## src/rtl/dmac_pkg.sv

```systemverilog
package dmac_pkg;
   localparam logic [4:0] OFS_STATUS = 5'h10;
   localparam logic [4:0] OFS_MASK   = 5'h14;
   localparam logic [4:0] OFS_MODE   = 5'h16;
   localparam logic [4:0] OFS_PTRCLR = 5'h18;

   localparam int MODE_AUTO_BIT = 4;
   localparam int MASK_SET_BIT  = 2;

   typedef enum logic [1:0] {
      DIR_CHECK    = 2'b00,
      DIR_TO_MEM   = 2'b01,
      DIR_FROM_MEM = 2'b10,
      DIR_RSVD     = 2'b11
   } dmac_dir_e;
endpackage

```

## src/rtl/dmac_chan.sv

```systemverilog
module dmac_chan #(
   parameter int DW = 8,
   parameter int AW = 16,
   parameter int PW = 8
) (
   input  logic          clk,
   input  logic          rst_n,
   input  logic          wr_adr,
   input  logic          wr_cnt,
   input  logic          hi_byte,
   input  logic [DW-1:0] wdata,
   input  logic          step_ok,
   input  logic          auto_mode,
   input  logic          page_we,
   input  logic [PW-1:0] page_d,
   output logic [AW-1:0] cur_adr,
   output logic [AW-1:0] cur_cnt,
   output logic [PW-1:0] page_q,
   output logic          tc
);
   logic [AW-1:0] base_adr, base_cnt;
   logic          reload;

   generate
      if (AW != 2*DW) begin : g_bad_width
         $error("dmac_chan: AW must be twice DW");
      end
   endgenerate

   assign tc     = step_ok && (cur_cnt == '0);
   assign reload = tc && auto_mode;

   always_ff @(posedge clk or negedge rst_n) begin
      if (!rst_n) begin
         base_adr <= '0;
         cur_adr  <= '0;
      end else if (wr_adr) begin
         if (hi_byte) begin
            base_adr[AW-1:DW] <= wdata;
            cur_adr[AW-1:DW]  <= wdata;
         end else begin
            base_adr[DW-1:0] <= wdata;
            cur_adr[DW-1:0]  <= wdata;
         end
      end else if (step_ok) begin
         cur_adr <= reload ? base_adr : cur_adr + 1'b1;
      end
   end

   always_ff @(posedge clk or negedge rst_n) begin
      if (!rst_n) begin
         base_cnt <= '0;
         cur_cnt  <= '0;
      end else if (wr_cnt) begin
         if (hi_byte) begin
            base_cnt[AW-1:DW] <= wdata;
            cur_cnt[AW-1:DW]  <= wdata;
         end else begin
            base_cnt[DW-1:0] <= wdata;
            cur_cnt[DW-1:0]  <= wdata;
         end
      end else if (step_ok) begin
         cur_cnt <= reload ? base_cnt : cur_cnt - 1'b1;
      end
   end

   always_ff @(posedge clk or negedge rst_n) begin
      if (!rst_n)       page_q <= '0;
      else if (page_we) page_q <= page_d;
   end
endmodule

```

## src/rtl/dmac_ctrl.sv

```systemverilog
module dmac_ctrl #(
   parameter int NCH = 4,
   parameter int SW  = $clog2(NCH)
) (
   input  logic             clk,
   input  logic             rst_n,
   input  logic             acc16,
   input  logic             ptr_clr,
   input  logic             mask_we,
   input  logic             mode_we,
   input  logic             stat_rd,
   input  logic [4:0]       cfg_d,
   input  logic [NCH-1:0]   tc,
   output logic             bptr,
   output logic [NCH-1:0]   mask,
   output logic [NCH-1:0]   status,
   output logic [2*NCH-1:0] dir,
   output logic [NCH-1:0]   auto_q
);
   import dmac_pkg::*;

   logic [SW-1:0] cfg_ch;
   assign cfg_ch = cfg_d[SW-1:0];

   always_ff @(posedge clk or negedge rst_n) begin
      if (!rst_n)       bptr <= 1'b0;
      else if (ptr_clr) bptr <= 1'b0;
      else if (acc16)   bptr <= ~bptr;
   end

   always_ff @(posedge clk or negedge rst_n) begin
      if (!rst_n) status <= '0;
      else        status <= (stat_rd ? '0 : status) | tc;
   end

   always_ff @(posedge clk or negedge rst_n) begin
      if (!rst_n) begin
         mask   <= '1;
         dir    <= '0;
         auto_q <= '0;
      end else begin
         for (int c = 0; c < NCH; c++) begin
            if (mask_we && cfg_ch == SW'(c)) mask[c] <= cfg_d[MASK_SET_BIT];
            if (tc[c] && !auto_q[c])         mask[c] <= 1'b1;
            if (mode_we && cfg_ch == SW'(c)) begin
               dir[2*c +: 2] <= cfg_d[3:2];
               auto_q[c]     <= cfg_d[MODE_AUTO_BIT];
            end
         end
      end
   end
endmodule

```

## src/rtl/dmac_core.sv

```systemverilog
module dmac_core #(
   parameter int NCH = 4,
   parameter int DW  = 8,
   parameter int AW  = 16,
   parameter int PW  = 8,
   parameter int OW  = 5,
   localparam int SW  = $clog2(NCH),
   localparam int APW = AW + PW
) (
   input  logic             clk,
   input  logic             rst_n,
   input  logic             wr_en,
   input  logic             rd_en,
   input  logic [OW-1:0]    addr,
   input  logic [DW-1:0]    wdata,
   output logic [DW-1:0]    rdata,
   input  logic             page_we,
   input  logic [SW-1:0]    page_sel,
   input  logic [PW-1:0]    page_wdata,
   input  logic [NCH-1:0]   step,
   output logic [NCH*APW-1:0] ch_addr,
   output logic [2*NCH-1:0] ch_dir,
   output logic [NCH-1:0]   ch_auto,
   output logic [NCH-1:0]   ch_masked,
   output logic [NCH-1:0]   tc_pulse
);
   import dmac_pkg::*;

   generate
      if (NCH != 4 || OW != 5) begin : g_bad_map
         $error("dmac_core: register map needs NCH=4 and OW=5");
      end
      if (DW < 5 || DW < NCH) begin : g_bad_dw
         $error("dmac_core: DW too narrow for control fields");
      end
   endgenerate

   logic          reg16, acc16, wr16, bptr;
   logic [SW-1:0] sel;
   logic [NCH-1:0] status, step_ok;
   logic [AW-1:0] cur_adr [NCH];
   logic [AW-1:0] cur_cnt [NCH];
   logic [AW-1:0] word;

   assign reg16   = (addr[OW-1] == 1'b0) && (addr[0] == 1'b0);
   assign acc16   = (wr_en || rd_en) && reg16;
   assign wr16    = wr_en && reg16;
   assign sel     = addr[SW+1:2];
   assign step_ok = step & ~ch_masked;

   dmac_ctrl #(.NCH(NCH)) u_ctrl (
      .clk     (clk),
      .rst_n   (rst_n),
      .acc16   (acc16),
      .ptr_clr (wr_en && addr == OFS_PTRCLR),
      .mask_we (wr_en && addr == OFS_MASK),
      .mode_we (wr_en && addr == OFS_MODE),
      .stat_rd (rd_en && addr == OFS_STATUS),
      .cfg_d   (wdata[4:0]),
      .tc      (tc_pulse),
      .bptr    (bptr),
      .mask    (ch_masked),
      .status  (status),
      .dir     (ch_dir),
      .auto_q  (ch_auto)
   );

   for (genvar c = 0; c < NCH; c++) begin : g_ch
      logic [PW-1:0] page_q;
      dmac_chan #(.DW(DW), .AW(AW), .PW(PW)) u_chan (
         .clk       (clk),
         .rst_n     (rst_n),
         .wr_adr    (wr16 && sel == SW'(c) && !addr[1]),
         .wr_cnt    (wr16 && sel == SW'(c) &&  addr[1]),
         .hi_byte   (bptr),
         .wdata     (wdata),
         .step_ok   (step_ok[c]),
         .auto_mode (ch_auto[c]),
         .page_we   (page_we && page_sel == SW'(c)),
         .page_d    (page_wdata),
         .cur_adr   (cur_adr[c]),
         .cur_cnt   (cur_cnt[c]),
         .page_q    (page_q),
         .tc        (tc_pulse[c])
      );
      assign ch_addr[c*APW +: APW] = {page_q, cur_adr[c]};
   end

   assign word = addr[1] ? cur_cnt[sel] : cur_adr[sel];

   always_comb begin
      rdata = '0;
      if (reg16)                   rdata = bptr ? word[AW-1:DW] : word[DW-1:0];
      else if (addr == OFS_STATUS) rdata = {{(DW-NCH){1'b0}}, status};
   end
endmodule

```

## config.mk

```make
export PLATFORM = sky130hd
export DESIGN_NAME = dmac_core
export DESIGN_NICKNAME = d
export VERILOG_FILES = /design/src/rtl/dmac_pkg.sv /design/src/rtl/dmac_chan.sv /design/src/rtl/dmac_ctrl.sv /design/src/rtl/dmac_core.sv
export SDC_FILE = /design/constraint.sdc
export NUM_CORES = 1
export LEC_CHECK = 0
export BUFFER_PORTS_ARGS = -buffer_cell sky130_fd_sc_hd__buf_2
export CAP_MARGIN = 30
export CORE_MARGIN = 2
export CORE_UTILIZATION = 30
export DETAILED_ROUTE_END_ITERATION = 10
export HOLD_SLACK_MARGIN = 0.12
export PLACE_DENSITY_LB_ADDON = 0.15
export SYNTH_ARGS = -nofsm -noshare
export SYNTH_HDL_FRONTEND = slang
export SYNTH_SLANG_ARGS = --single-unit
```

## constraint.sdc

```tcl
create_clock -name clk -period 3.26 [get_ports clk]
set_clock_uncertainty 0.15 [all_clocks]
set_input_delay 0 -clock clk [delete_from_list [all_inputs] [get_ports clk]]
set_output_delay 0 -clock clk [all_outputs]
set_load 0.1 [all_outputs]
```

**Yosys cells after proc, flatten, opt, wreduce, memory -nomap -nowiden**

Index checks and enable logic that the tools add are counted.

- Magnitude comparators: 1
- Reduce and logical (&&, ||, !) cells: 101
- Bitwise gates (word level): 7
- Eq/ne operators: 29
- Mux-type cells: 47
- Add/sub/neg operators: 8

Operators with widths:

| cell | count |
|---|---|
| $mux 16 | 29 |
| $add 16x1->16 const B | 4 |
| $bmux 16 s2 | 2 |
| $logic_not 16->1 | 4 |
| $reduce_and 2->1 | 32 |
| $sub 16x1->16 const B | 4 |
| $logic_and 1x1->1 | 43 |
| $mux 8 | 4 |
| $ne 2x2->1 const B | 16 |
| $reduce_bool 2->1 | 13 |
| $eq 5x5->1 const B | 4 |
| $eq 2x2->1 const B | 6 |
| $mux 1 | 10 |
| $mux 4 | 2 |
| $eq 2x1->1 const B | 3 |
| $logic_not 2->1 | 3 |
| $logic_not 1->1 | 5 |
| $and 4x4->4 | 1 |
| $not 4->4 | 1 |
| $or 4x4->4 | 1 |
| $ge 3x3->1 const B | 1 |
| $not 1->1 | 3 |
| $not 2->3 | 1 |
| $logic_or 1x1->1 | 1 |

- Output and inout bits: 124
- Flip-flop bits (word level): 309
- Input bits: 32
- Word-level logic and storage cells: 243

**Depth between registers and ports, before layout**

- Word-level depth: 7
- Mapped depth: 10
- Depth with buffers taken out: 8

**By module**

A second synthesis with hierarchy kept.

- Cell total of the unflattened synthesis: 1786
- Area total of the unflattened synthesis: 18138.6 um^2

Modules (own cells, without submodules):

| module | times used | area each (um^2) | cells each |
|---|---|---|---|
| dmac_chan (g_ch[0].u_chan ...) | 3 | 4011.3 | 404 |
| dmac_chan (g_ch[3].u_chan) | 1 | 3943.8 | 393 |
| dmac_core | 1 | 1280.0 | 119 |
| dmac_ctrl | 1 | 880.8 | 62 |

**Worst setup path before layout**

No wires, ideal clock.

- Path kind: reg2reg
- Start point: register g_ch[2].u_chan.cur_adr[4]
- End point: register g_ch[2].u_chan.cur_adr[15]
- Required time: 2977 ps
- Cell stages (with the launch flop): 7
- Data arrival time: 2423 ps
- Slack: 554 ps
- Cells stage by stage: dfrtp_1 > nand3_1 > nor4_1 > nand4_1 > xnor2_1 > mux2i_1 > o211ai_1

- Cells in the longest elaborated chain, start to end: 4

Ends and longest elaborated chain:

| element | RTL line | text |
|---|---|---|
| start, declared | dmac_chan.sv:16 | `output logic [AW-1:0] cur_adr,` |
| start signal, assigned by index | dmac_chan.sv:40 | `cur_adr[AW-1:DW] <= wdata;` |
| start signal, assigned by index | dmac_chan.sv:43 | `cur_adr[DW-1:0] <= wdata;` |
| start signal, assigned | dmac_chan.sv:46 | `cur_adr <= reload ? base_adr : cur_adr + 1'b1;` |
| $add 16x1->16 | dmac_chan.sv:46 |  |
| $mux 16 | dmac_chan.sv:46 |  |
| $mux 16 | dmac_chan.sv:45 | `end else if (step_ok) begin` |
| $mux 16 | dmac_chan.sv:37 | `end else if (wr_adr) begin` |

No other way between the ends. The select of a mux whose other input is x is not followed.
A chain may end at the register's enable or synchronous reset.

**Worst setup path after layout**

- Start point: register g_ch[2].u_chan.cur_cnt[0]
- End point: output tc_pulse[2]

- Cells in the longest elaborated chain, start to end: 2

Ends and longest elaborated chain:

| element | RTL line | text |
|---|---|---|
| start, declared | dmac_chan.sv:17 | `output logic [AW-1:0] cur_cnt,` |
| start signal, assigned by index | dmac_chan.sv:57 | `cur_cnt[AW-1:DW] <= wdata;` |
| start signal, assigned by index | dmac_chan.sv:60 | `cur_cnt[DW-1:0] <= wdata;` |
| start signal, assigned | dmac_chan.sv:63 | `cur_cnt <= reload ? base_cnt : cur_cnt - 1'b1;` |
| $logic_not 16->1 | dmac_chan.sv:30 | `assign tc = step_ok && (cur_cnt == '0);` |
| $logic_and 1x1->1 | dmac_chan.sv:30 |  |
| end, declared | dmac_core.sv:25 | `output logic [NCH-1:0] tc_pulse` |

No other way between the ends.

==> summary.txt <==
Layout
  – Final core utilization: 0.372
  – Nets: 1994
  – Final instance area: 21000 sq um
  – Area Overhead vs Synth: 22.3%
  – Fraction of layout cells with a size suffix above 1: 0.268
  – Fill cell count: 5692

STA
  – Final Critical Period: 3100 ps
  – Final worst-path cycle share: 0.952
  – Setup TNS: 0 ps
  – Final slew viol count: 0
  – RSZ-0062 raised after global routing: no
  – Max frequency: 322 MHz
  – Worst-Margin Slew: 939 ps
  – Final setup fails: 0
  – Hold WS: 152 ps
  – Relative slew slack: 0.374
  – Final hold viol count: 0

Critical path
  – Reg2reg path depth: 6
  – CP Data Arrival Time: 2950 ps
  – Critical path fanouts, max: 6
  – Worst path bufs/invs: 2
  – Crit path from: g_ch[2].u_chan.cur_cnt[0]$_DFFE_PN0P_
  – R2R Setup Slk: 360 ps
  – Max incr delay on CP: 460 ps
  – Crit path required time: 3110 ps
  – Crit-path slowest cell: dfrtp_1
  – RR Startpoint: g_ch[3].u_chan.cur_cnt[9]$_DFFE_PN0P_
  – Kind of critical path: flop to output pin
  – Crit start category: flop
  – RR Endpoint: g_ch[3].u_chan.cur_adr[5]$_DFFE_PN0P_
  – CP cell instances: inv_1 -> ha_1 -> nor3b_1 -> nand4_1 -> or2_2 -> nor2_1 -> clkbuf_4
  – CP endpoint kind: output pin
  – Largest delay share family, worst path: simple AND/OR/NAND/NOR gates

Power
  – Leakage: 8.93 nW
  – Maximum vdd drop: 0.942 mV
  – Pwr Density: 886 nW/um^2

CTS
  – Root Buffer: clkbuf_16
  – H-tree depth: 2
  – Clock transition at path regs: 60 ps
  – Worst skew pair latency: 590 ps
  – Clock sinks: 309
  – CTS Buf Count: 41
  – CTS max path bufs: 3
  – CTS tree: yes

Synth
  – Synthesized flop and latch total: 309
  – Dominant synthesized flop cell: dfrtp_1
  – Post-Syn Instances: 1746
  – EDFF count, synth: 0
  – Synthesized area: 17200 sq um
  – Yosys warnings: 0
  – Combinational family with the most area after synthesis: simple AND/OR/NAND/NOR gates
  – Synth Area per Inst: 9.84 sq um
  – Synth Area in Adders: 0.00582
  – Post-Synth XOR/XNOR Area: 0.0214
  – Synth cell types: 81
  – Asr flop ratio synth: 1.00
  – Simple-Gate Fraction of Synth Area: 0.173
  – Mux contribution to synthesized area: 0.157
  – Total nets after synthesis: 1786
  – Post-synthesis sequential area ratio: 0.450
  – Compound-Gate Fraction of Synth Area: 0.158

Routing
  – DRC violations left: 0
  – DR iter-0 viols: 1412
  – Detailed-route via count: 15400
  – Post-route ant nets: 0
  – Drt first pass iters: 5
  – Via density: 5.62
  – Drt wl/cell: 24.7 microns
  – WL final: 67900 microns

Floorplanning
  – Rows: 87
  – Initial Util: 0.304
  – Die ar.: 59200 sq um
  – Core Region: 56500 sq um
  – Vert. Die Dim: 243 microns
  – Die X: 243 microns
  – I/O pins: 156

Placement
  – DP Area: 19100 sq um
  – DP HPWL: 48100 microns
  – Routability congestion estimate: 0.920
  – IO Port Bufs: 155

Hold path
  – Worst min-delay path startpoint: addr[3]
  – Min-delay worst type: input pin to flop
  – Worst Hold Depth: 6
  – WHS Endpoint: g_ch[2].u_chan.cur_cnt[4]$_DFFE_PN0P_

Outcome
  – Status: completed

Global route
  – Largest net degree at the start of global routing: 93
  – Vias in the first global route: 15200
  – Gr ovfl total: 0
  – First-pass GRT wire length: 102000 microns
  – Total track usage: 0.228
  – Antenna violations before repair: 4

Flow run
  – Max-Cap Viols: 0
## registers in the layout (all words and copies together), names as in the netlist, 4 cells and up
register,flops
g_ch.u_chan.cur_cnt,64
u_ctrl.status,4
g_ch.u_chan.base_adr,64
g_ch.u_chan.base_cnt,64
g_ch.u_chan.cur_adr,64
u_ctrl.mask,4
u_ctrl.auto_q,4
u_ctrl.dir,8
g_ch.u_chan.page_q,32
## worst max-delay path by stage
| stage | to | slack, ps | cells past startpoint |
|---|---|---|---|
| 2_1_floorplan | g_ch[2].u_chan.cur_adr[15]$_DFFE_PN0P_ | 550 | 6 |
| 3_3_place_gp | g_ch[3].u_chan.cur_adr[3]$_DFFE_PN0P_ | 440 | 6 |
| 3_5_place_dp | g_ch[3].u_chan.cur_adr[5]$_DFFE_PN0P_ | 390 | 6 |
| 4_1_cts | tc_pulse[3] | 5 | 10 |
| 5_1_grt | tc_pulse[2] | 10 | 7 |
| 6_report | tc_pulse[2] | 160 | 7 |
## final cells by class
| type | count | area (sq um) | area share |
|---|---|---|---|
| diodes | 2 | 5.00 | 0.000238 |
| clock buffers | 60 | 1230 | 0.0585 |
| clock inverters | 15 | 190 | 0.00905 |
| inverters | 27 | 101 | 0.00482 |
| multi-input cells | 1295 | 8890 | 0.423 |
| flip-flops and latches | 309 | 7740 | 0.368 |
| well taps | 756 | 946 | 0.0450 |
| repair buffers | 280 | 1920 | 0.0913 |
## cells in the mapped netlist, types with 6 or more instances
cell type | n | share of area
nand3_1 | 71 | 0.021
a21oi_1 | 64 | 0.019
o211ai_1 | 48 | 0.021
buf_4 | 8 | 0.0035
or3_1 | 12 | 0.0044
o22ai_1 | 15 | 0.0055
nor2_1 | 141 | 0.031
dfrtp_1 | 305 | 0.44
mux4_2 | 40 | 0.052
mux2i_1 | 8 | 0.0047
o21ai_0 | 93 | 0.027
o2bb2ai_1 | 7 | 0.0036
nor3b_1 | 7 | 0.0031
and4_1 | 6 | 0.0031
and2_1 | 6 | 0.0022
nand4_1 | 11 | 0.0040
buf_1 | 9 | 0.0020
or2_2 | 6 | 0.0022
clkbuf_1 | 89 | 0.019
o21a_1 | 10 | 0.0044
a22o_1 | 15 | 0.0076
a211oi_1 | 18 | 0.0079
xor2_1 | 20 | 0.010
a21o_1 | 7 | 0.0031
nor2b_1 | 10 | 0.0036
and3_1 | 21 | 0.0076
nand3b_1 | 6 | 0.0026
nor4_1 | 20 | 0.0073
nor3_1 | 46 | 0.013
ha_1 | 8 | 0.0058
nand2_1 | 233 | 0.051
mux2_2 | 153 | 0.10
o31ai_1 | 21 | 0.0092
xnor2_1 | 22 | 0.011
inv_1 | 26 | 0.0057
o21ai_1 | 10 | 0.0029
or4_1 | 11 | 0.0048
nand2b_1 | 8 | 0.0029
a31oi_1 | 47 | 0.017
## cell families (layout without fill, tap and decap cells)
logic type               Yosys count  count (layout)
AO/OA/AOI/OAI                    411             411
XOR/XNOR                          42              42
adder cells (fa/ha/maj)            8               8
buffers and inverters            142             382
flip-flops                       309             309
multiplexers                     201             201
other                              0               2
AND/OR/NAND/NOR                  633             633
## cells in the final DEF (no fill, tap or decap), drive strengths merged, types with 8 or more instances in the layout
master         n
xnor2         22
mux2         153
ha             8
o31ai         21
or4           13
nor2         145
dfrtp        305
xor2          20
inv           28
a31oi         47
nand2        233
or3           12
dlygate4sd3   45
o22ai         15
and3          21
nand2b         8
o21ai        104
nand3         72
nor4          21
a21oi         66
a211oi        18
nor2b         10
mux4          40
nor3          47
nand4         11
o21a          10
clkbuf        62
o211ai        50
buf          233
mux2i          8
a22o          15
## metrics by stage
step / instances / power [mW] / setup slack (ps)
floorplan: 1746 / 11.5 / 554
global placement: 2619 / 13.8 / 440
detailed placement: 2620 / 13.8 / 390
CTS: 2740 / 18.7 / 5.21
global route: 2743 / 19.4 / 10.9
finish: 2744 / 18.6 / 156
## report_power, final
group / total, mW / leakage [nW] / switching, mW / internal [mW]
Sequential: 6.68 / 3.77 / 1.89 / 4.79
Combinational: 7.17 / 4.47 / 5.08 / 2.09
Clock: 4.76 / 0.688 / 1.90 / 2.87
Total: 18.6 / 8.93 / 8.86 / 9.75
## worst reg2reg max path: cells and delay by family (launching register included)
kind	cells	cell delay (ps)
simple gates	3	1650
compound gates	2	250
flops	1	450
buf+inv	1	290
## layer usage
metal,vias to the layer above,GRT usage,part of all wire
met1,7840,0.313,0.44
met2,572,0.358,0.46
met3,127,0.0369,0.063
li1,6878,-,-
met4,0,0.0884,0.038
met5,-,0,0
## timing repair
action,in CTS,in global routing
setup endpoints to repair,1,3
hold endpoints to repair,544,0
buffers inserted,0,2
gates resized for setup,2,6
gates cloned,0,0
pin swaps,0,1
hold buffers,45,0
(Power assumes the default switching activity.)
